$ cat src/rtl/evt_pkg.sv
package evt_pkg;
  typedef enum logic [0:0] {SEQ_IDLE, SEQ_WAIT} seq_state_e;

  function automatic int unsigned max_w(input int unsigned a, input int unsigned b);
    return (a > b) ? a : b;
  endfunction
endpackage

$ cat src/rtl/evt_window_ctl.sv
module evt_window_ctl (
  input  logic clk,
  input  logic rst_n,
  input  logic acq_en,
  input  logic fill_evt,
  output logic acq_prev,
  output logic acq_rise,
  output logic acq_open,
  output logic full
);
  logic acq_q;
  logic full_q;

  always_ff @(posedge clk or negedge rst_n) begin
    if (!rst_n) begin
      acq_q  <= 1'b0;
      full_q <= 1'b0;
    end else begin
      acq_q <= acq_en;
      if (!acq_en)
        full_q <= 1'b0;
      else if (fill_evt)
        full_q <= 1'b1;
    end
  end

  assign acq_prev = acq_q;
  assign acq_rise = acq_en & ~acq_q;
  assign acq_open = acq_en & acq_q;
  assign full     = full_q;
endmodule

$ cat src/rtl/evt_trig_seq.sv
module evt_trig_seq #(
  parameter int NCH   = 36,
  parameter int TSW   = 12,
  parameter int HOLDW = 8,
  parameter int COINW = 4,
  parameter int IDXW  = 6
) (
  input  logic             clk,
  input  logic             rst_n,
  input  logic             acq_en,
  input  logic             acq_open,
  input  logic             full,
  input  logic [NCH-1:0]   hit_in,
  input  logic             ext_trig,
  input  logic             validate_en,
  input  logic             gain_sel,
  input  logic [HOLDW-1:0] hold_dly,
  input  logic [COINW-1:0] coin_win,
  input  logic [TSW-1:0]   ts_now,
  output logic             hold_strobe,
  output logic             wr_en,
  output logic [NCH-1:0]   wr_hits,
  output logic [IDXW-1:0]  wr_lead,
  output logic [TSW-1:0]   wr_ts,
  output logic             wr_gain
);
  import evt_pkg::*;

  localparam int CNTW = max_w(HOLDW, COINW);

  seq_state_e       state;
  logic [CNTW-1:0]  cnt;
  logic [NCH-1:0]   ev_hits;
  logic [IDXW-1:0]  ev_lead;
  logic [TSW-1:0]   ev_ts;
  logic             ev_gain;
  logic             ev_ok;
  logic [IDXW-1:0]  lead_idx;
  logic             start;
  logic             at_hold;
  logic             coin_hit;

  // lowest-index channel among the hits; NCH when none
  always_comb begin
    lead_idx = IDXW'(NCH);
    for (int i = NCH - 1; i >= 0; i--) begin
      if (hit_in[i]) lead_idx = IDXW'(i);
    end
  end

  assign start    = (state == SEQ_IDLE) && acq_open && !full && (ext_trig || (|hit_in));
  assign at_hold  = (cnt == CNTW'(hold_dly));
  assign coin_hit = ext_trig && (cnt < CNTW'(coin_win));

  always_ff @(posedge clk or negedge rst_n) begin
    if (!rst_n) begin
      state   <= SEQ_IDLE;
      cnt     <= '0;
      ev_hits <= '0;
      ev_lead <= '0;
      ev_ts   <= '0;
      ev_gain <= 1'b0;
      ev_ok   <= 1'b0;
    end else begin
      case (state)
        SEQ_IDLE: begin
          if (start) begin
            state   <= SEQ_WAIT;
            cnt     <= '0;
            ev_hits <= ext_trig ? '1 : hit_in;
            ev_lead <= ext_trig ? IDXW'(NCH) : lead_idx;
            ev_ts   <= ts_now;
            ev_gain <= gain_sel;
            ev_ok   <= ext_trig || !validate_en;
          end
        end
        default: begin
          if (!acq_en || at_hold) begin
            state <= SEQ_IDLE;
          end else begin
            cnt <= cnt + 1'b1;
            if (coin_hit) ev_ok <= 1'b1;
          end
        end
      endcase
    end
  end

  assign hold_strobe = (state == SEQ_WAIT) && acq_en && at_hold;
  assign wr_en       = hold_strobe && (ev_ok || coin_hit);
  assign wr_hits     = ev_hits;
  assign wr_lead     = ev_lead;
  assign wr_ts       = ev_ts;
  assign wr_gain     = ev_gain;
endmodule

$ cat src/rtl/evt_col_store.sv
module evt_col_store #(
  parameter int NCH   = 36,
  parameter int DEPTH = 16,
  parameter int TSW   = 12,
  parameter int IDXW  = 6
) (
  input  logic            clk,
  input  logic            rst_n,
  input  logic            clr,
  input  logic            wr_en,
  input  logic [NCH-1:0]  wr_hits,
  input  logic [IDXW-1:0] wr_lead,
  input  logic [TSW-1:0]  wr_ts,
  input  logic            wr_gain,
  output logic            fill_evt,
  output logic            rd_valid,
  input  logic            rd_ready,
  output logic [NCH-1:0]  rd_hits,
  output logic [IDXW-1:0] rd_lead,
  output logic [TSW-1:0]  rd_ts,
  output logic            rd_gain
);
  localparam int AW = (DEPTH > 1) ? $clog2(DEPTH) : 1;
  localparam int CW = $clog2(DEPTH + 1);

  logic [NCH-1:0]  hits_m [DEPTH];
  logic [IDXW-1:0] lead_m [DEPTH];
  logic [TSW-1:0]  ts_m   [DEPTH];
  logic [DEPTH-1:0] gain_m;
  logic [CW-1:0]   wr_cnt;
  logic [CW-1:0]   rd_ptr;
  logic            wr_ok;

  assign wr_ok    = wr_en && (wr_cnt < CW'(DEPTH));
  assign fill_evt = wr_ok && (wr_cnt == CW'(DEPTH - 1));

  always_ff @(posedge clk or negedge rst_n) begin
    if (!rst_n) begin
      wr_cnt <= '0;
      rd_ptr <= '0;
    end else if (clr) begin
      wr_cnt <= '0;
      rd_ptr <= '0;
    end else begin
      if (wr_ok) wr_cnt <= wr_cnt + 1'b1;
      if (rd_valid && rd_ready) rd_ptr <= rd_ptr + 1'b1;
    end
  end

  for (genvar g = 0; g < DEPTH; g++) begin : g_col
    always_ff @(posedge clk) begin
      if (wr_ok && (wr_cnt == CW'(g))) begin
        hits_m[g] <= wr_hits;
        lead_m[g] <= wr_lead;
        ts_m[g]   <= wr_ts;
        gain_m[g] <= wr_gain;
      end
    end
  end

  assign rd_valid = (rd_ptr < wr_cnt);
  assign rd_hits  = hits_m[AW'(rd_ptr)];
  assign rd_lead  = lead_m[AW'(rd_ptr)];
  assign rd_ts    = ts_m[AW'(rd_ptr)];
  assign rd_gain  = gain_m[AW'(rd_ptr)];
endmodule

$ cat src/rtl/evt_capture_ctrl.sv
module evt_capture_ctrl #(
  parameter int NCH   = 36,
  parameter int DEPTH = 16,
  parameter int TSW   = 12,
  parameter int HOLDW = 8,
  parameter int COINW = 4,
  parameter int IDXW  = $clog2(NCH + 1)
) (
  input  logic             clk,
  input  logic             rst_n,
  input  logic             acq_en,
  input  logic [NCH-1:0]   hit_in,
  input  logic             ext_trig,
  input  logic             validate_en,
  input  logic             gain_sel,
  input  logic [HOLDW-1:0] hold_dly,
  input  logic [COINW-1:0] coin_win,
  output logic             hold_strobe,
  output logic             mem_full,
  output logic             rd_valid,
  input  logic             rd_ready,
  output logic [NCH-1:0]   rd_hits,
  output logic [IDXW-1:0]  rd_lead,
  output logic [TSW-1:0]   rd_ts,
  output logic             rd_gain
);
  logic           acq_prev;
  logic           acq_rise;
  logic           acq_open;
  logic           full;
  logic           fill_evt;
  logic           wr_en;
  logic [NCH-1:0] wr_hits;
  logic [IDXW-1:0] wr_lead;
  logic [TSW-1:0] wr_ts;
  logic           wr_gain;
  logic [TSW-1:0] bunch_ctr;

  always_ff @(posedge clk or negedge rst_n) begin
    if (!rst_n) bunch_ctr <= '0;
    else        bunch_ctr <= bunch_ctr + 1'b1;
  end

  evt_window_ctl u_win (
    .clk      (clk),
    .rst_n    (rst_n),
    .acq_en   (acq_en),
    .fill_evt (fill_evt),
    .acq_prev (acq_prev),
    .acq_rise (acq_rise),
    .acq_open (acq_open),
    .full     (full)
  );

  evt_trig_seq #(
    .NCH(NCH), .TSW(TSW), .HOLDW(HOLDW), .COINW(COINW), .IDXW(IDXW)
  ) u_seq (
    .clk         (clk),
    .rst_n       (rst_n),
    .acq_en      (acq_en),
    .acq_open    (acq_open),
    .full        (full),
    .hit_in      (hit_in),
    .ext_trig    (ext_trig),
    .validate_en (validate_en),
    .gain_sel    (gain_sel),
    .hold_dly    (hold_dly),
    .coin_win    (coin_win),
    .ts_now      (bunch_ctr),
    .hold_strobe (hold_strobe),
    .wr_en       (wr_en),
    .wr_hits     (wr_hits),
    .wr_lead     (wr_lead),
    .wr_ts       (wr_ts),
    .wr_gain     (wr_gain)
  );

  evt_col_store #(
    .NCH(NCH), .DEPTH(DEPTH), .TSW(TSW), .IDXW(IDXW)
  ) u_store (
    .clk      (clk),
    .rst_n    (rst_n),
    .clr      (acq_rise),
    .wr_en    (wr_en),
    .wr_hits  (wr_hits),
    .wr_lead  (wr_lead),
    .wr_ts    (wr_ts),
    .wr_gain  (wr_gain),
    .fill_evt (fill_evt),
    .rd_valid (rd_valid),
    .rd_ready (rd_ready),
    .rd_hits  (rd_hits),
    .rd_lead  (rd_lead),
    .rd_ts    (rd_ts),
    .rd_gain  (rd_gain)
  );

  assign mem_full = full;
endmodule

$ cat config.mk
export PLATFORM = sky130hd
export DESIGN_NAME = evt_capture_ctrl
export DESIGN_NICKNAME = d
export VERILOG_FILES = /design/src/rtl/evt_pkg.sv /design/src/rtl/evt_window_ctl.sv /design/src/rtl/evt_trig_seq.sv /design/src/rtl/evt_col_store.sv /design/src/rtl/evt_capture_ctrl.sv
export SDC_FILE = /design/constraint.sdc
export NUM_CORES = 1
export LEC_CHECK = 0
export BUFFER_PORTS_ARGS = -buffer_cell sky130_fd_sc_hd__buf_4
export CAP_MARGIN = 30
export CORE_MARGIN = 4
export CORE_UTILIZATION = 29
export CTS_CLUSTER_SIZE = 30
export DETAILED_ROUTE_END_ITERATION = 8
export GPL_ROUTABILITY_DRIVEN = 0
export PLACE_DENSITY = 0.54
export SLEW_MARGIN = 10
export SYNTH_ARGS = -nofsm -noshare
export SYNTH_HDL_FRONTEND = slang
export SYNTH_SLANG_ARGS = --single-unit
$ cat constraint.sdc
create_clock -name clk -period 4.8 [get_ports clk]
set_clock_uncertainty 0.2 [all_clocks]
set_input_delay 0.96 -clock clk [delete_from_list [all_inputs] [get_ports clk]]
set_output_delay 0.96 -clock clk [all_outputs]
set_load 0.1 [all_outputs]
Word-level counts from Yosys, hierarchy flattened
Memories as Yosys holds them, arrays and structs flattened.
Cells that the tools add are included.

storage, ports and cells
  memory bits (read-only) = 0
  bits in writable memories = 864
  logic and storage cells = 370
  memories = 3
  flip-flop bits (word level) = 105
  output and inout bits = 58
  bits of input ports = 55
  bits in latches = 0

operators by class
  reduce and logical (&&, ||, !) cells = 85
  multipliers = 0
  bitwise logic cells = 4
  eq/ne operators = 19
  shifts and indexed selects = 0
  magnitude comparators = 4
  $add $sub $neg = 4
  div/mod/pow operators = 0
  multiplexer cells = 223

memory list
  memory          words  width  rd ports  clocked after memory_dff  write ports  RTL line             RTL
  u_store.hits_m  16     36     1         0                         1            evt_col_store.sv:26  logic [NCH-1:0] hits_m [DEPTH];
  u_store.ts_m    16     12     1         0                         1            evt_col_store.sv:28  logic [TSW-1:0] ts_m [DEPTH];
  u_store.lead_m  16     6      1         0                         1            evt_col_store.sv:27  logic [IDXW-1:0] lead_m [DEPTH];

operator list
  operator                                                    number
  2-to-1 mux 36 bit                                           16
  OR reduction 36 bit                                         16
  2-to-1 mux 6 bit                                            51
  2-to-1 mux 12 bit                                           15
  2-to-1 mux 4 bit                                            45
  OR reduction 12 bit                                         15
  OR reduction 6 bit                                          15
  2-to-1 mux 1 bit                                            87
  == test 5 x 4 -> 1 bit, second input constant               8
  logical AND 1 bit                                           25
  2-to-1 mux 8 bit                                            3
  == test 5 x 3 -> 1 bit, second input constant               4
  2-to-1 mux 5 bit                                            4
  adder 12 x 1 -> 12 bit, second input constant               1
  adder 5 x 1 -> 5 bit, second input constant                 2
  == test 5 x 2 -> 1 bit, second input constant               2
  adder 8 x 1 -> 8 bit, second input constant                 1
  == test 8 bit                                               1
  less-than comparator 8 x 4 -> 1 bit                         1
  nonzero test 2 bit                                          3
  == test 5 x 1 -> 1 bit, second input constant               1
  zero test 5 bit                                             1
  less-than comparator 4 x 5 -> 1 bit, second input constant  1
  less-than comparator 5 bit                                  1
  11 further kinds                                            20

Logic depth before layout (Yosys ltp)
Gate-level depths: netlist of the first run.

  depth in word-level cells = 37
  gate-level depth with buffers = 8
  depth with buffers taken out = 7

Modules after synthesis
A second synthesis of the first run with hierarchy kept.

second synthesis, totals
  cells, all modules = 2071
  area total of the unflattened synthesis = 38313.0 um^2

by module, submodules not included
  module            seq. area each (um^2)  instances  area each (um^2)  cells an instance
  evt_col_store     26675.6                1          34307.9           1666
  evt_trig_seq      1626.6                 1          3415.8            359
  evt_capture_ctrl  300.3                  1          515.5             41
  evt_window_ctl    50.0                   1          73.8              5

Worst setup path before layout of the first run
OpenSTA, ideal clock, no wires.

  path type = input-to-output
  start point = input hold_dly[3]
  end point = output hold_strobe
  cell stages on the path = 3
  setup slack = 0.066 ns
  data required time = 3.640 ns
  data arrival time = 3.574 ns
  path buffers = 0
  path through = xnor2_1 > nand4_1 > nor3_1

on the way
  word-level cells in the longest chain between the ends = 2

RTL lines
  element            RTL line                RTL
  from (decl)        evt_capture_ctrl.sv:16  input logic [HOLDW-1:0] hold_dly,
  == test 8 bit      evt_trig_seq.sv:52      assign at_hold = (cnt == CNTW'(hold_dly));
  logical AND 1 bit  evt_trig_seq.sv:89      assign hold_strobe = (state == SEQ_WAIT) && acq_en && at_hold;
  to (decl)          evt_capture_ctrl.sv:18  output logic hold_strobe,

Every way passes these cells.

Final worst setup path of the first run
  start point = register u_store.rd_ptr[0]
  end point = output rd_hits[22]

on the way
  word-level cells in the longest chain between the ends = 1

RTL lines
  element                    RTL line                RTL
  from (decl)                evt_col_store.sv:31     logic [CW-1:0] rd_ptr;
  from (signal assigned)     evt_col_store.sv:46     if (rd_valid && rd_ready) rd_ptr <= rd_ptr + 1'b1;
  memory read (16 x 36 bit)  --
  to (decl)                  evt_capture_ctrl.sv:22  output logic [NCH-1:0] rd_hits,

Every way passes these cells.

==> summary.md, run 1 <==
The DRC violation count after routing was 0. The worst register-to-register path has a setup slack of 1.07 ns. In the layout the commonest cells are 880 x edfxtp_1, 275 x mux4_2, 141 x buf_4. Data arrives at the worst endpoint at 3.32 ns. The final routed wirelength across all metal layers was 93100 um.

Setup repair after global routing left no endpoint under its margin. The final hold violation count was 0; the detailed-routed wire length on met2 was 42700 um. The tools report the total grt overflow as 0. Initial core utilization: 0.293. The first detailed-routing pass ran for 5 iterations. The share of layout cells above drive strength 1 was 0.323; the via count normalized by instance count was 4.87. The final clock period utilization by the worst path came out at 0.932.

The kind of path behind the tightest hold check was in2async. The post-synthesis area per instance came out at 21.9 sq um. Traced cell by cell, the critical path runs through buf_4 -> buf_4 -> mux4_2 -> mux4_2 -> buf_4. Setup violations remaining at the end of the flow were counted as 0. Overall fraction of global-route tracks in use: 0.136.

Final hold analysis gives a worst-case slack of 0.195 ns. The x dimension of the die is 368 um. The library cell used most frequently in the layout, excluding fill and tap cells, is edfxtp_1. The run gives 0 as the number of routed nets with antenna violations.

The run gives 0.68 ns as the worst-skew pair later-pin latency. The detailed router placed 18200 vias in this run. The run gives 1786 as the net count of the mapped netlist. The commonest register cell after synthesis was edfxtp_1. The logs give 0 for the final count of pins violating max slew and 223 MHz for the highest clock frequency the design can meet. The sequential element share of the synthesized area is 0.764, and the mean routed wirelength per cell is 25.0 um. The share of Yosys cell area claimed by the top area cell type was 0.704. The tree is rooted in a clkbuf_16. In this run the deepest clock path goes through 3 buffers. Measured in cells, the most critical reg-to-reg path has a length of 6. Summed over all nets, wire length on met3 after detailed routing comes to 7690 um.

In this run, post-CTS repair resized a total of 0 instances. The first-pass GRT wire length is 135000 um, and the worst IR drop on VDD is 0.276 mV. The highest layer touched by signal routing is met5.

Among the stages of the critical path, the cell type that occurs most often is buf_4. The HPWL after detailed placement is 58500 um. The total number of placement rows was 131; the number of max-cap violations was 0. Clock-pin slew was measured on the worst setup and hold paths at 0.06 ns. The flow ran to the end, and the final reports show no timing, DRC or antenna violations. Number of global-route vias before repair: 18800. Number of buffers created by CTS: 100. Yosys attributes the largest share of cell area to edfxtp_1 70%, mux4_2 17%, dfrtp_1 5.9%.

The analysis attributes to cell leakage a power of 14.2 nW. The worst max-slew margin expressed relative to the limit came out at 0.382. The floorplan step defined a die boundary enclosing 0.135 sq mm. The run gives 69 as the maximum number of pins on one net before global-route repair. The type of the worst setup path is reg2out. During I/O placement, the number of pins put on the boundary was 113.

In this run, the number of DRC markers left after iteration 0 of detailed routing was 2008. After detailed routing, the wire length on met1 is 41100 um. The H-tree was split into 3 levels. For the worst setup path, the data required time is 3.64 ns. Synthesis handed over a netlist of 1716 instances.

Number of enable flip-flop cells after synthesis: 880. In this run the critical register-to-register path is launched from u_seq.cnt[1]$_DFFE_PN0P_. The post-synthesis to final-layout area growth is 19.0%, and the post-synthesis cell area is 0.0375 sq mm. The delay of the slowest cell on the worst path works out to 0.72 ns. The worst setup path is captured at a primary output. The die span in y was 368 um; the count of port buffers added during placement was 112.

The tools report the capture point of the worst path as rd_hits[22]. Setup total negative slack on the finished layout was measured at 0 ns. At the end of the flow, the number of nets in the layout was 1984.

In this run the critical register-to-register path is captured at u_store.hits_m[0][8]$_DFFE_PP_. The worst setup path is launched from a register. In this run the worst setup path begins at u_store.rd_ptr[0]$_DFFE_PN0P_. Flip-flop and latch count after synthesis: 969. The power density over the cells works out to 414 mW/mm^2. The tree built by TritonCTS fans out to 969 sinks. Along the worst path, the maximum fanout reaches 16. For the pin with the worst max-slew slack, the measured transition is 0.927 ns.

The proportion of synthesized flip-flops having asynchronous set or reset works out to 0.0918. The largest individual stage delay along the critical path comes from the cell dfrtp_4. The tools report the initial antenna violation count as 8. Yosys printed 0 warnings. The cell accounting for the most synthesized area is edfxtp_1. The netlist uses 53 different library cells. The minimum clock period after layout was 4.48 ns. TritonCTS built the clock tree. The core box area is 0.128 sq mm.
[sequential cells by signal, indices dropped and copies added (netlist names), 5 cells and up]
register,count
u_seq.cnt,8
u_seq.wr_ts,12
u_seq.wr_lead,6
u_store.lead_m,96
u_store.rd_ptr,5
bunch_ctr,12
u_store.wr_cnt,5
u_store.gain_m,16
u_store.ts_m,192
u_seq.wr_hits,36
u_store.hits_m,576
[cells by family (layout without fill, tap and decap cells)]
logic type                 Yosys count  count (layout)  share of synthesized area
buffers and inverters              101             383                     0.0111
adders and majority gates           15              15                    0.00500
other                                0               2                          0
xor gates and xnor gates            26              26                    0.00607
muxes                              288             288                      0.169
AOI/OAI and AO/OA                  103             103                     0.0162
DFF                                969             969                      0.764
and+or+nand+nor                    214             214                     0.0290
[worst min-delay path by stage]
stage / start / endpoint / slack (ns) / cells after the start
2_1_floorplan: bunch_ctr[11]$_DFF_PN0_ / bunch_ctr[11]$_DFF_PN0_ / 0.24 / 1
3_3_place_gp: bunch_ctr[11]$_DFF_PN0_ / bunch_ctr[11]$_DFF_PN0_ / 0.26 / 1
3_5_place_dp: bunch_ctr[11]$_DFF_PN0_ / bunch_ctr[11]$_DFF_PN0_ / 0.26 / 1
4_1_cts: rst_n / u_seq.cnt[3]$_DFFE_PN0P_ / 0.19 / 1
5_1_grt: acq_en / u_win.acq_prev$_DFF_PN0_ / 0.22 / 1
6_report: rst_n / u_seq.cnt[7]$_DFFE_PN0P_ / 0.19 / 1
[synth_stat cells, types with 10 or more instances]
master / n
edfxtp_1: 880
mux4_2: 275
nand2_1: 91
dfrtp_1: 89
o21ai_0: 52
clkbuf_1: 49
nor2_1: 31
buf_2: 25
xnor2_1: 18
and4_1: 17
nand3_1: 16
a21oi_1: 15
ha_1: 15
inv_1: 15
nor3_1: 10
[stage by stage]
stage	cell area, sq um	cells	worst slack, ns	utilization	total power (W)
after floorplan	37500	1716	0.0656	-	0.0101
after global placement	41100	3535	0.642	0.321	0.0105
after detailed placement	41100	3536	0.529	0.321	0.0105
after CTS	44600	3722	0.0170	0.349	0.0187
after global routing	44700	3727	0.174	0.349	0.0191
final	44700	3729	0.325	0.349	0.0185
[critical path: cells and delay by family (launching register included)]
family   cells  cell delay (ns)
mux          2             1.02
flops        1             0.72
buf+inv      3             0.88
[area by class of cell]
cell class,instances,area [sq um]
sequential,969,28700
antenna,2,5.00
tap,1729,2160
clock buffer,122,2660
clock inverter,64,827
fill,11700,83400
timing repair buffer,180,1760
inverter,17,63.8
multi-input combinational,646,8510
[what timing repair did]
action	in CTS	in global routing
setup endpoints to repair	0	8
setup buffers	0	1
hold buffers	0	0
[routing by layer]
| metal | GRT usage | vias to the layer above |
|---|---|---|
| met5 | 0 | - |
| met1 | 0.191 | 9852 |
| met3 | 0.0404 | 111 |
| li1 | - | 7604 |
| met2 | 0.208 | 581 |
| met4 | 0.0313 | 6 |
[power breakdown]
group	leakage, nW	internal, W	switching (W)
Sequential	9.19	0.00958	0.000444
Clock	1.69	0.00492	0.00326
Combinational	3.33	0.000114	0.000181
Total	14.2	0.0146	0.00388
Power figures use the tool's default switching activity.
==> run 2, diff against run 1 <==
ABC_AREA = 1   (was unset)
clock period = 4.4 ns   (was 4.8 ns; I/O delays follow)
==> summary.md, run 2 <==
The mean routed wirelength per cell was 21.2 um (-15%); the number of ports placed on the die boundary was 113 (unchanged). The share of cell area taken by muxes after synthesis works out to 0.0226 (-0.146). The overall die area came out at 0.137 sq mm (+1.6%). The count of port buffers added during placement works out to 112 (unchanged). Final routed wirelength across all metal layers: 101000 um (+8.5%). Post-route met1 wirelength: 45500 um (+11%). The number of standard cells in the layout, taps in and fillers out is 4760 (+28%), and the relative contribution of sequential cells to total power is 0.526 (-0.016).

The x dimension of the die was 371 um (+0.81%). For the DRC violation count after routing, the log shows 0 (unchanged). The uppermost layer routed is met5. Detailed placement HPWL: 56800 um (-3.0%). The tools report the largest buffer count on any clock path as 3 (unchanged). Total grt overflow: 0 (unchanged). The number of enable flip-flop cells after synthesis is 880 (unchanged), and the die span in y is 371 um (+0.81%). Reg-to-reg setup timing slack: 1.24 ns (+0.17 ns).

Number of inserted filler cells in the final layout: 12700 (+8.1%). The share of synthesized cell area in full adder, half adder and majority cells is 0.00492 (-0.0000812). The worst-skew pair later-pin latency was 0.65 ns (-0.03 ns); the total clock sinks was 969 (unchanged). The logs give 150000 um (+11%) for the first-pass GRT wire length and 0 ns (unchanged) for the summed negative setup slack over all endpoints.

The share of layout cells above drive strength 1 is 0.123 (-0.200). Kind of path behind the tightest hold check: in2reg. The post-synthesis cell area is 0.0381 sq mm (+1.7%), and the highest clock frequency the design can meet is 240 MHz.

The proportion of synthesized flip-flops having asynchronous set or reset is 0.0918 (unchanged). The final clock period utilization by the worst path was 0.946; the internal power of the cells was 0.0156 W (+6.6%). The run finished with clean final reports. The number of nets in the final layout is 3003 (+51%). The cell with the most instances after synthesis is edfxtp_1. The post-synthesis compound-gate area fraction is 0.0962 (+0.0799), and the synthesized netlist cell count is 2816 (+64%). For the via count, the log shows 23300 (+28%). Sequential element share of the synthesized area: 0.751 (-0.0124). The run gives 0 (unchanged) as the final count of pins violating max slew.

Data required time of the worst path: 3.32 ns (-0.32 ns). The top cell types in the final layout, fill and taps aside, are 880 x edfxtp_1, 567 x nor2_1, 227 x o21ai_0. The area growth from synthesis to layout is 17.6%. The worst setup path is launched from a register. Leaving out fill and tap cells, the most frequent cell in the layout is edfxtp_1.

The clock-pin slew of the registers on the worst-case setup and hold paths was 0.06 ns (about the same); the initial core utilization was 0.293 (about the same). The worst register-to-register path ends at u_store.hits_m[1][18]$_DFFE_PP_. The met3 wire length came out at 5890 um (-23%). The startpoint of the most critical hold path was acq_en.

For the area of combinational cells with multiple inputs, the log shows 0.00867 sq mm (+1.8%). The number of different library cells in the post-synthesis netlist is 33 (-38%), and the initial antenna violation count is 4 (-4). Register area: 0.0287 sq mm (about the same). The number of cells traversed by the worst register-to-register path was 10 (+4); the number of DRC violations after detailed-routing iteration 0 was 2196 (+9.4%). The number of levels the H-tree was split into was 3 (unchanged); the core box area was 0.130 sq mm (+1.7%). Setup repair after global routing left no endpoint under its margin. The arrival time at the worst endpoint came out at 3.08 ns (-0.24 ns). The worst max-slew margin expressed relative to the limit is 0.445 (+0.0630). The run gives 0 (unchanged) as the warning count from the yosys run.

TritonCTS built the clock tree. The number of max-cap violations is 0 (unchanged). The number of global-route vias before repair was 22500 (+20%); the maximum number of pins on one net before global-route repair was 125 (+81%). Post-synthesis area per instance: 13.5 sq um (-38%).

By area, the combinational part of the netlist is dominated by compound AO/OA/AOI/OAI gates. Counting I/O delays and the setup requirement, the final critical path takes 4.16 ns. The critical path is of the reg2out type. For the total number of placement rows, the log shows 132 (+0.76%). The design area was 0.0448 sq mm (+0.41%).

The register with the most flip-flops in the final layout is u_store.hits_m. The synthesized design spends more area on one cell type than any other, namely edfxtp_1. The number of failing setup endpoints in the final timing report was 0 (unchanged). The leakage component of the power was 14.7 nW (+3.4%); the iteration count of the initial detailed-routing pass was 5 (unchanged).

Number of cells in the design after placement: 4574 (+29%). The power density over the cells works out to 455 mW/mm^2 (+10%). For this run, the leading register cell type out of synthesis is edfxtp_1. The number of routed nets with antenna violations is 0 (unchanged), and the placed cell area is 0.0417 sq mm (+1.3%). The run gives 0 (unchanged) as the final hold violation count.

The maximum net fanout on the critical path works out to 67 (+51). Number of buffers inserted to repair setup after CTS: 0 (unchanged). Via count normalized by instance count: 4.90 (+0.58%). In the final layout, the registers with the most flip-flops are u_store.hits_m: 576 flops, u_store.ts_m: 192 flops, u_store.lead_m: 96 flops.

The proportion of power drawn by combinational gates is 0.074 (+0.058), and the number of buffers created by CTS is 98 (-2.0%). The synthesized-area fraction occupied by xor and xnor cells was 0.00413 (-0.00194); the share of Yosys cell area claimed by the top area cell type was 0.693 (-0.0114). Power spent charging and discharging nets: 0.00484 W (+25%).

In the post-synthesis netlist, the biggest area contributors are edfxtp_1 69%, dfrtp_1 5.8%, nor2_1 5.7%. The transition time at the pin with the least slew margin is 0.833 ns (-0.0946 ns), and the net count of the mapped netlist is 2886 (+62%). In this run the critical register-to-register path is launched from u_seq.cnt[1]$_DFFE_PN0P_. For the detailed-routed wire length on met2, the log shows 47200 um (+11%).

Clock tree synthesis selected as its root buffer the cell clkbuf_16. Hold-critical path depth: 1. Overall fraction of global-route tracks in use: 0.144 (+0.00874). The flip-flop count of the largest register after layout is 576 (unchanged).

Counting instances in the post-synthesis netlist gives the leading cell types as 880 x edfxtp_1, 584 x nor2_1, 227 x o21ai_0, 217 x nand2_1, 156 x clkbuf_1. The flip-flop and latch count after synthesis works out to 969 (unchanged). The worst IR drop on VDD came out at 0.327 mV (+18%).

Switching part of the total power: 0.237 (+0.0273). The post-synthesis simple-gate area fraction works out to 0.0958 (+0.0668). For the clock share of power, the log shows 0.400 (-0.042).

STA classifies the critical path endpoint as a primary output. For hold timing, the worst endpoint is u_win.acq_prev$_DFF_PN0_.
[run 2: cell count changes after synthesis, moves of 47 or more]
cell      previous run  this run
clkbuf_1            49       156
inv_1               15        62
o21ai_0             52       227
nand2_1             91       217
nand3_1             16       101
nor2_1              31       584
o221ai_1             0        86
mux4_2             275         0
mux2i_1              0        86
o32ai_1              0       134
[run 2: per-stage QoR]
stage / utilization / power, W / setup slack [ns] / hold WS (ns)
floorplan: - / 0.0118 / -0.515 / 0.257
global placement: 0.320 / 0.0124 / 0.335 / 0.278
detailed placement: 0.320 / 0.0125 / 0.480 / 0.280
CTS: 0.344 / 0.0206 / 0.0914 / 0.127
global route: 0.345 / 0.0212 / 0.0737 / 0.146
finish: 0.345 / 0.0204 / 0.239 / 0.174
[run 2: power groups by stage]
stage | Sequential [W] | Clock (W) | Combinational [W]
finish | 0.0107 | 0.00816 | 0.00152
global route | 0.0108 | 0.00873 | 0.00166
CTS | 0.0107 | 0.00834 | 0.00154
detailed placement | 0.0109 | 0 | 0.00154
global placement | 0.0109 | 0 | 0.00152
floorplan | 0.0108 | 0 | 0.00107
[run 2: layout make-up]
class                           count  share of cell area
Sequential cell                   969               0.639
Multi-Input combinational cell   1594               0.193
Clock buffer                      131              0.0599
Tap cell                         1742              0.0486
Timing Repair Buffer              192              0.0415
Clock inverter                     52              0.0105
Inverter                           78             0.00692
Antenna cell                        2            0.000112
[run 2: how the worst max path moves through the flow]
| stage | slack (ns) | end | startpoint | depth (start not counted) |
|---|---|---|---|---|
| 4_1_cts | 0.09 | rd_hits[12] | u_store.rd_ptr[0]$_DFFE_PN0P_ | 8 |
| 3_5_place_dp | 0.48 | u_seq.wr_lead[2]$_DFFE_PN0P_ | hit_in[3] | 11 |
| 3_3_place_gp | 0.33 | u_seq.cnt[6]$_DFFE_PN0P_ | hit_in[3] | 11 |
| 6_report | 0.24 | rd_hits[12] | u_store.rd_ptr[0]$_DFFE_PN0P_ | 8 |
| 5_1_grt | 0.07 | rd_lead[5] | u_store.rd_ptr[0]$_DFFE_PN0P_ | 7 |
| 2_1_floorplan | -0.51 | u_store.gain_m[11]$_DFFE_PP_ | hold_dly[6] | 7 |
[run 2: what timing repair did]
item                                    CTS  global route
resized for setup                         0             2
endpoints found under the setup margin    0             2
endpoints found under the hold margin    22             0
hold buffers                              1             0
[run 2: layer usage]
layer | GRT usage | up-vias
met5 | 0 | -
met4 | 0.0435 | 6
met3 | 0.0262 | 134
met2 | 0.231 | 634
met1 | 0.200 | 11800
li1 | - | 10700
[run 2: worst max-delay path, cell delays in order (launching register included)]
cell and delay (ns):
dfrtp_4 0.60, clkinv_8 0.33, buf_12 0.29, buf_4 0.20, nor2_1 0.05, o32ai_1 0.32
nand2_1 0.09, nand3_1 0.18, buf_4 0.32
[run 2: kinds of logic after synthesis]
kind of cell             after synthesis
adder cells (fa/ha/maj)               15
buffers and inverters                253
flip-flops                           969
AO/OA/AOI/OAI                        549
AND/OR/NAND/NOR                      926
XOR/XNOR                              18
multiplexers                          86
==> run 3, diff against run 2 <==
--- a/config.mk
+++ b/config.mk
@@ -8,5 +8,5 @@
 export ABC_AREA = 1
 export BUFFER_PORTS_ARGS = -buffer_cell sky130_fd_sc_hd__buf_4
-export CAP_MARGIN = 30
+export CAP_MARGIN = 25
 export CORE_MARGIN = 4
 export CORE_UTILIZATION = 29
@@ -15,4 +15,5 @@
 export GPL_ROUTABILITY_DRIVEN = 0
 export PLACE_DENSITY = 0.54
+export SKIP_CTS_REPAIR_TIMING = 1
 export SLEW_MARGIN = 10
 export SYNTH_ARGS = -nofsm -noshare
==> constraint.sdc (replaced) <==
create_clock -name clk -period 4.4 [get_ports clk]
set_clock_uncertainty 0.2 [all_clocks]
set_input_delay 0.66 -clock clk [delete_from_list [all_inputs] [get_ports clk]]
set_output_delay 0.66 -clock clk [all_outputs]
set_load 0.1 [all_outputs]
==> summary.md, run 3 (synthesis results as in run 2) <==
The critical path is of the reg2out type. The run gives 3 (unchanged) as the largest buffer count on any clock path. TritonCTS built the clock tree. Power density over the cells: 466 mW/mm^2 (+2.5%).

Maximum number of pins on one net before global-route repair: 133 (+6.4%). The number of global-route vias before repair was 22500 (-0.31%). The design area is 0.0451 sq mm (+0.56%). The count of port buffers added during placement is 112 (unchanged), and the worst setup slack after placement is 0.601 ns (+0.121 ns). The logs give 0 (unchanged) for the number of max-cap violations and 0.137 sq mm (unchanged) for the overall die area.

For the reg-to-reg setup timing slack, the log shows 1.18 ns (-0.06 ns). The number of nets in the final layout is 2995 (-0.27%), and the x dimension of the die is 371 um (unchanged). The clock-pin slew of the registers on the worst-case setup and hold paths came out at 0.06 ns (about the same).

The number of cells in the design after placement was 4563 (-0.24%); the number of ports placed on the die boundary was 113 (unchanged). The register with the most flip-flops in the final layout is u_store.hits_m. In this run the clock root is driven by a clkbuf_16. The transition time at the pin with the least slew margin is 1.07 ns (+0.233 ns), and the arrival time at the worst endpoint is 3.32 ns (+0.24 ns).

The detailed placement HPWL is 55500 um (-2.4%), and the worst path setup slack after routing is 0.216 ns (-0.0223 ns). The flip-flop count of the largest register after layout was 576 (unchanged). The initial core utilization is 0.293 (unchanged), and the DRC violation count after routing is 0 (unchanged).

For the placed cell area, the log shows 0.0416 sq mm (about the same). The register area was 0.0287 sq mm (unchanged); the delay of the slowest cell on the worst path was 0.70 ns (+0.10 ns). The library cells used most frequently in the layout, excluding fill and tap cells, are 880 x edfxtp_1, 567 x nor2_1, 227 x o21ai_0.

The final routed wirelength across all metal layers came out at 101000 um (-0.47%). The number of cells traversed by the worst register-to-register path is 10 (unchanged), and the overall fraction of global-route tracks in use is 0.143 (-0.00111). Among the stages of the critical path, the cell type that occurs most often is buf_4. In this run the critical register-to-register path is launched from u_seq.cnt[1]$_DFFE_PN0P_.

The logs give 2 (-2) for the initial antenna violation count and 0.302 mV (-7.4%) for the worst IR drop on VDD. Summed negative setup slack over all endpoints: 0 ns (unchanged). The path class of the tightest hold or removal check is in2reg.

The worst setup path is launched from a register. For the first-pass GRT wire length, the log shows 149000 um (-0.50%). The number of routed nets with antenna violations is 0 (unchanged), and the highest clock frequency the design can meet is 239 MHz (-0.53%). The kind of end point of the critical path is a primary output.

The maximum net fanout on the critical path is 49 (-27%). The share of layout cells above drive strength 1 was 0.122 (-0.00112); the total clock sinks was 969 (unchanged). The largest registers in the layout are u_store.hits_m: 576 flops, u_store.ts_m: 192 flops, u_store.lead_m: 96 flops. The minimum clock period after layout is 4.18 ns (+0.0223 ns). The logs give 0.67 ns (+0.02 ns) for the worst-skew pair later-pin latency and 100 (+2.0%) for the number of buffers created by CTS.

For the detailed-routed wire length on met2, the log shows 46600 um (-1.3%). The data required time of the worst path is 3.54 ns (+0.22 ns), and the mean routed wirelength per cell is 21.1 um (-0.35%). The tools report the iteration count of the initial detailed-routing pass as 6 (+1).

The most critical setup path has its startpoint at u_store.rd_ptr[0]$_DFFE_PN0P_. The area of combinational cells with multiple inputs was 0.00867 sq mm (unchanged). The run gives 0 (unchanged) as the final hold violation count. The number of standard cells in the layout, taps in and fillers out is 4754 (-0.13%).

The via count normalized by instance count came out at 4.90 (about the same). The via count was 23300 (-0.11%). The slowest cell on the critical path was dfrtp_4. From synthesis to final layout, the design area changed by 18.2%. The number of failing setup endpoints in the final timing report is 0 (unchanged), and the final count of pins violating max slew is 0 (unchanged). The detailed router used layers up to and including met5. Worst max-slew margin expressed relative to the limit: 0.290 (-0.155). The critical path goes through inv_8 -> buf_12 -> buf_4 -> nor2_1 -> o32ai_1 -> o211ai_1 -> nand3_1 -> buf_4. The flow ran to the end, and the final reports show no timing, DRC or antenna violations.

For the final standard cell utilization of the core, the log shows 0.346 (+0.00191). In this run the most critical hold path is launched from gain_sel. The run gives 0.130 sq mm (unchanged) as the core box area.

The total grt overflow is 0 (unchanged). The total number of placement rows was 132 (unchanged); the leakage component of the power was 14.8 nW (+0.65%). The number of levels the H-tree was split into was 3 (unchanged); the die span in y was 371 um (unchanged). The met3 wire length came out at 5640 um (-4.2%). The hold-critical path depth was 3 (+2). The tools report the number of DRC violations after detailed-routing iteration 0 as 1775 (-19%). The library cell used most frequently in the layout, excluding fill and tap cells, is edfxtp_1. The final clock period utilization by the worst path is 0.951 (+0.00506).

Setup repair after global routing left no endpoint under its margin. The number of inserted filler cells in the final layout was 12700 (-0.39%). Post-route met1 wirelength: 45900 um (+0.84%).
[run 3: cell count changes in the layout (fill, tap and decap cells not counted), sizes merged]
| cell | delta |
|---|---|
| dlygate4sd3 | +1 |
| clkbuf | -7 |
| bufinv | +8 |
| clkinvlp | -2 |
| buf | -11 |
| clkinv | +6 |
| diode | -1 |
[run 3: per-layer routing]
layer / up-vias / GRT usage
li1: 10700 / -
met1: 11800 / 0.201
met2: 619 / 0.230
met3: 138 / 0.0235
met4: 2 / 0.0410
met5: - / 0
[run 3: final cells by class]
class / instances / share of cell area
clock inverters: 64 / 0.0173
clock buffers: 124 / 0.0588
well taps: 1742 / 0.0483
diodes: 1 / 0.0000555
flip-flops and latches: 969 / 0.636
repair buffers: 182 / 0.0408
multi-input cells: 1594 / 0.192
inverters: 78 / 0.00677
[run 3: per-stage QoR]
step,hold slack [ns],power (W)
after detailed placement,0.280,0.0125
after global placement,0.278,0.0124
after global routing,0.0340,0.0218
after CTS,-0.181,0.0212
after floorplan,0.164,0.0118
final,0.0220,0.0210
[run 3: worst paths after layout]
check | to
worst max-delay path | rd_hits[7]
worst min-delay path | u_seq.wr_gain$_DFFE_PN0P_
worst max register to register | u_store.hits_m[4][4]$_DFFE_PP_
worst min register to register | bunch_ctr[3]$_DFF_PN0_
max in group asynchronous | u_seq.wr_hits[23]$_DFFE_PN0P_
min in group asynchronous | bunch_ctr[8]$_DFF_PN0_
[run 3: critical path: cells and delay by family, from the launching register on]
family                 cells  cell delay [ns]
AND/OR/NAND/NOR            2             0.23
flip-flops                 1             0.70
buffers and inverters      4             1.19
AO/OA/AOI/OAI              2             0.47
[run 3: power by group]
group / total, W / internal (W) / switching, W
Clock: 0.00879 / 0.00523 / 0.00356
Combinational: 0.00150 / 0.000444 / 0.00106
Sequential: 0.0107 / 0.0104 / 0.000373
